[src/rtl/pario3.sv]
module pario3 #(
  parameter int PW = 8
) (
  input  logic          clk,
  input  logic          rst_n,
  input  logic          sel,
  input  logic [1:0]    addr,
  input  logic          rd,
  input  logic          wr,
  input  logic [PW-1:0] din,
  output logic [PW-1:0] dout,
  input  logic [PW-1:0] pa_in,
  output logic [PW-1:0] pa_out,
  output logic [PW-1:0] pa_oe,
  input  logic [PW-1:0] pb_in,
  output logic [PW-1:0] pb_out,
  output logic [PW-1:0] pb_oe,
  input  logic [PW-1:0] pc_in,
  output logic [PW-1:0] pc_out,
  output logic [PW-1:0] pc_oe
);
  localparam int HW = PW / 2;

  logic a_in, b_in, cu_in, cl_in;
  logic [PW-1:0] a_q, b_q, c_q;
  logic wen, mode_wr;

  assign wen     = sel && wr;
  assign mode_wr = wen && addr == 2'd3 && din[7];

  always_ff @(posedge clk or negedge rst_n) begin
    if (!rst_n) begin
      {a_in, b_in, cu_in, cl_in} <= 4'hF;
      a_q <= '0;
      b_q <= '0;
      c_q <= '0;
    end else if (mode_wr) begin
      a_in  <= din[4];
      b_in  <= din[1];
      cu_in <= din[3];
      cl_in <= din[0];
      a_q   <= '0;
      b_q   <= '0;
      c_q   <= '0;
    end else if (wen) begin
      case (addr)
        2'd0:    a_q <= din;
        2'd1:    b_q <= din;
        2'd2:    c_q <= din;
        default: ;
      endcase
    end
  end

  assign pa_out = a_q;
  assign pb_out = b_q;
  assign pc_out = c_q;
  assign pa_oe  = {PW{~a_in}};
  assign pb_oe  = {PW{~b_in}};
  assign pc_oe  = {{(PW-HW){~cu_in}}, {HW{~cl_in}}};

  always_comb begin
    dout = '0;
    if (sel && rd) begin
      case (addr)
        2'd0: dout = a_in ? pa_in : a_q;
        2'd1: dout = b_in ? pb_in : b_q;
        2'd2: dout = {cu_in ? pc_in[PW-1:HW] : c_q[PW-1:HW],
                      cl_in ? pc_in[HW-1:0]  : c_q[HW-1:0]};
        default: dout = PW'({1'b1, 2'b00, a_in, cu_in, 1'b0, b_in, cl_in});
      endcase
    end
  end

  a_r4_mode_clears: assert property (@(posedge clk) disable iff (!rst_n)
    mode_wr |=> (pa_out == '0 && pb_out == '0 && pc_out == '0));

  a_r5_bad_mode_ignored: assert property (@(posedge clk) disable iff (!rst_n)
    (wen && addr == 2'd3 && !din[7]) |=>
      ($stable(pa_oe) && $stable(pb_oe) && $stable(pc_oe) && $stable(pa_out)));

  a_r6_porta_load: assert property (@(posedge clk) disable iff (!rst_n)
    (wen && addr == 2'd0) |=> pa_out == $past(din));

  a_r12_idle_holds: assert property (@(posedge clk) disable iff (!rst_n)
    !wen |=> ($stable(pa_out) && $stable(pb_out) && $stable(pc_out) &&
              $stable(pa_oe) && $stable(pb_oe) && $stable(pc_oe)));

  a_r7_input_read: assert property (@(posedge clk) disable iff (!rst_n)
    (sel && rd && addr == 2'd1 && pb_oe == '0) |-> dout == pb_in);

  a_r11_quiet_bus: assert property (@(posedge clk) disable iff (!rst_n)
    !(sel && rd) |-> dout == '0);
endmodule

[config.mk]
export PLATFORM = sky130hd
export DESIGN_NAME = pario3
export DESIGN_NICKNAME = d
export VERILOG_FILES = /design/src/rtl/pario3.sv
export SDC_FILE = /design/constraint.sdc
export NUM_CORES = 1
export LEC_CHECK = 0
export BUFFER_PORTS_ARGS = -buffer_cell sky130_fd_sc_hd__buf_2
export CORE_MARGIN = 2
export CORE_UTILIZATION = 45
export DETAILED_ROUTE_END_ITERATION = 12
export PLACE_DENSITY = 0.86
export SLEW_MARGIN = 25
export SYNTH_ARGS = -nofsm -noshare
export SYNTH_HDL_FRONTEND = slang
export SYNTH_SLANG_ARGS = --single-unit
[constraint.sdc]
create_clock -name clk -period 2.1 [get_ports clk]
set_input_delay 0.42 -clock clk [delete_from_list [all_inputs] [get_ports clk]]
set_output_delay 0.42 -clock clk [all_outputs]
set_load 0.02 [all_outputs]
Word-level counts from Yosys, hierarchy flattened
Index checks and enable logic that the tools add are counted.
{"block": "word_totals", "register_bits": 28, "latch_bits": 0, "mem_bits_rw": 0, "mem_bits_ro": 0, "in_bits": 39, "out_inout_bits": 56, "wordCells": 41, "memories": 0}
{"block": "classes", "n_addsub": 0, "mul": 0, "n_div": 0, "n_lt_le_gt_ge": 0, "n_eq_ne": 3, "n_shift": 0, "n_mux": 15, "bitwise": 4, "n_reduce_logical": 12}
{"operator": "$mux 8", "count": 12}
{"operator": "$pmux 8 s3", "count": 1}
{"operator": "$mux 4", "count": 2}
{"operator": "$reduce_bool 2->1", "count": 4}
{"operator": "$reduce_and 2->1", "count": 3}
{"operator": "$eq 2x2->1 const B", "count": 2}
{"operator": "$logic_and 1x1->1", "count": 4}
{"operator": "$not 1->1", "count": 4}
{"operator": "$eq 2x1->1 const B", "count": 1}
{"operator": "$logic_not 2->1", "count": 1}

Depth between registers and ports, before layout
{"block": "depth", "depth_word": 5, "depth_mapped": 5, "mapped_depth_nobuf": 3}

Worst setup path after synthesis
Ideal clock, no wire load.
{"block": "synth_path", "path_kind": "register to output", "from": "reg a_in", "to": "out dout[6]", "arrival_time_ns": 1.405, "required_ns": 1.680, "setup_slack_ns": 0.275, "stages_incl_launch_ff": 5, "path_buffers": 1, "cell_sequence": "dfstp_2 > buf_2 > mux2i_1 > o22a_1 > a21oi_1"}
{"block": "synth_via", "elab_chain_cells": 3}
{"item": "start: declaration", "line_no": "24", "text": "logic a_in, b_in, cu_in, cl_in;"}
{"item": "start signal: assignment", "line_no": "38", "text": "a_in <= din[4];"}
{"item": "$mux 8", "line_no": "66", "text": "2'd0: dout = a_in ? pa_in : a_q;"}
{"item": "$pmux 8 s3", "line_no": "65", "text": "case (addr)"}
{"item": "$mux 8", "line_no": "64", "text": "if (sel && rd) begin"}
{"item": "end: declaration", "line_no": "11", "text": "output logic [PW-1:0] dout,"}
Every way passes these cells.

Worst setup path in the final report
{"block": "layout_path", "from": "reg b_in", "to": "out dout[3]"}
{"block": "layout_via", "elab_chain_cells": 3}
{"item": "start: declaration", "line_no": "24"}
{"item": "start signal: assignment", "line_no": "39", "text": "b_in <= din[1];"}
{"item": "$mux 8", "line_no": "67", "text": "2'd1: dout = b_in ? pb_in : b_q;"}
{"item": "$pmux 8 s3", "line_no": "65"}
{"item": "$mux 8", "line_no": "64"}
Every way passes these cells.

==> key figures <==
Die
  – Starting Density: 0.462
  – Core ar.: 3970 sq um
  – I/O Pins: 95
  – Die span in x: 67.8 microns
  – Num rows: 23
  – Die Height: 67.8 microns
  – Total Die Area: 4600 sq um

Clock tree
  – Clock slew seen by the registers of the worst setup and hold paths: 0.10 ns
  – Clock buffer count from CTS: 3
  – Clock Latency Late Sink: 0.29 ns
  – CTS tree: done
  – CTS hold repair buffers: 0
  – Root Buffer: clkbuf_8
  – Clock Tree Buf Depth: 2
  – H-Tree Depth: 1
  – CTS sink cnt: 28

STA
  – Final Setup Violations: 0
  – Min cycle time layout: 2.09 ns
  – Period utilization: 0.996
  – PnR worst setup slack: 0.00817 ns
  – RSZ-0062 raised after global routing: yes
  – Final hold violations: 0
  – Worst-margin pin slew: 0.650 ns
  – Pins Over Slew Limit: 0
  – FMAX: 0.478 GHz
  – Worst slew margin: 0.567
  – Setup Skew: 0 ns
  – Final TNS setup: 0 ns

Worst setup path
  – CP arrival: 1.67 ns
  – CP Capture Type: primary output
  – CP max FO: 7
  – Type of the worst setup path: flop to primary output
  – Startpoint type of the worst setup path: flop
  – WP data required: 1.68 ns

GRT
  – Vias in the first global route: 1,628
  – Largest net degree at the start of global routing: 29
  – Initial antenna violation count: 0
  – Global-route wire length before repair: 7650 microns
  – All-Layer GR Usage: 0.227
  – Remaining global-route overflow: 0

Synth
  – Post-synth cell types: 27
  – Post-synthesis async set-or-reset flop share: 1.00
  – Post-Synthesis Cells: 199
  – Post-synth EDFFs: 0
  – Syn_area_per_cell: 9.21 sq um
  – FF+latch count, synth: 28
  – Cell Area, Synth: 1830 sq um
  – Sequential area share after synthesis: 0.385
  – Yosys Warn Count: 0
  – Syn nets: 238
  – Most used DFF post-synth: dfrtp_1

Final layout
  – Final instance area: 2330 sq um
  – Area Overhead vs Synth: 27.2%
  – Layout cell share with drive strength beyond 1: 0.467
  – Post-route insts no fill: 322
  – ANT cells: 0
  – Net count reported at finish: 312

Drt
  – Starting DRC count in detailed routing: 89
  – WL per Instance: 16.1 microns
  – Vias: 1,720
  – Final wirelength: 5170 microns
  – Drt first pass iters: 4
  – DRC viols: 0
  – Post-DR vias/cell: 5.34
  – DRT antenna net count: 0

Placed design
  – DP Area: 2160 sq um
  – IO buf count: 94
  – Placement Setup Slack: 0.155 ns
  – Placed Instances: 313
  – RePlAce Congestion: 0.939
  – Post-DP HPWL: 3820 microns

Run
  – Max-cap violation count: 0

Power
  – Peak supply drop: 0.698 mV
  – Static leakage: 1.17 nW
  – P per Cell Area: 913 nW/um^2
  – Overall power: 2.13 mW

Worst hold path
  – Hold Path Class: primary input to asynchronous set/reset pin

Outcome
  – Status: finished, final reports clean
==> stage by stage <==
stage	hold WS [ns]	util
final	0.147	0.587
after global routing	0.179	0.587
after CTS	0.163	0.575
after detailed placement	0.473	0.544
after global placement	0.469	0.544
after floorplan	0.124	-
==> cell usage after synthesis, types with 2 or more instances <==
| master | number | area [sq um] |
|---|---|---|
| dfstp_2 | 4 | 105 |
| o21ai_1 | 6 | 30.0 |
| nand4b_1 | 2 | 17.5 |
| buf_4 | 23 | 173 |
| nand2_1 | 37 | 139 |
| o22a_1 | 7 | 61.3 |
| mux2_1 | 12 | 135 |
| inv_1 | 4 | 15.0 |
| nor2_1 | 7 | 26.3 |
| buf_2 | 5 | 25.0 |
| mux2i_1 | 24 | 240 |
| o21ai_0 | 6 | 30.0 |
| a21oi_1 | 21 | 105 |
| dfrtp_1 | 24 | 601 |
| buf_6 | 2 | 22.5 |
| and4b_1 | 2 | 20.0 |
| clkbuf_1 | 3 | 11.3 |
==> path summary, 6_finish.rpt <==
check | start | to | slack, ns | depth (start not counted)
setup reg to reg | b_in | b_in | 1.14 | 2
hold / removal | rst_n | pb_out[5] | 0.15 | 1
setup / recovery | b_in | dout[3] | 0.008 | 4
min in group clk | din[5] | pc_out[5] | 0.39 | 3
max in group asynchronous | rst_n | pc_out[5] | 1.54 | 1
hold reg to reg | pc_out[1] | pc_out[1] | 0.54 | 2
==> power breakdown <==
group	internal (mW)	switching (mW)	leakage, nW
Sequential	0.654	0.107	0.350
Clock	0.256	0.186	0.0357
Combinational	0.379	0.547	0.786
Total	1.29	0.841	1.17
==> kinds of logic after synthesis <==
group,count (synthesis),synth area share
buffers and inverters,38,0.137
AO/OA/AOI/OAI,41,0.130
multiplexers,36,0.205
flip-flops,28,0.385
AND/OR/NAND/NOR,56,0.143
==> what timing repair did <==
| item | 4_1_cts | 5_1_grt |
|---|---|---|
| setup buffers | 5 | 0 |
| setup endpoints to repair | 6 | 8 |
| resized for setup | 4 | 17 |
| pin swaps | 0 | 0 |
==> state kept, by name, indices dropped and copies added, names as in the netlist <==
| signal | cells |
|---|---|
| a_in | 1 |
| b_in | 1 |
| cl_in | 1 |
| cu_in | 1 |
| pa_out | 8 |
| pb_out | 8 |
| pc_out | 8 |
==> critical path: stages, from the launching register on <==
cell     delay, ns
dfstp_2       0.64
mux2_2        0.37
o21ai_2       0.13
a21oi_1       0.09
buf_2         0.16
==> placed cells by master, fill, tap and decap left out, drive strengths merged, types with 2 or more instances in the layout <==
master,instances
buf,103
nand2,38
mux2i,24
dfrtp,24
a21oi,21
mux2,12
o21ai,12
nor2,8
o22a,7
inv,4
dfstp,4
clkbuf,3
nand4b,2
and4b,2
==> layer usage <==
metal | part of all wire | global-route usage
met5 | 0 | 0
met4 | 0.018 | 0.0850
met3 | 0.095 | 0.0576
met2 | 0.50 | 0.384
met1 | 0.39 | 0.279
==> area by class of cell <==
class                           instances  area [sq um]
Fill cell                             356          1640
Multi-Input combinational cell        133           917
Sequential cell                        28           706
Timing Repair Buffer                  103           559
Tap cell                               50          62.6
Clock buffer                            3          41.3
Clock inverter                          1          30.0
Inverter                                4          15.0
(Power assumes the default switching activity.)
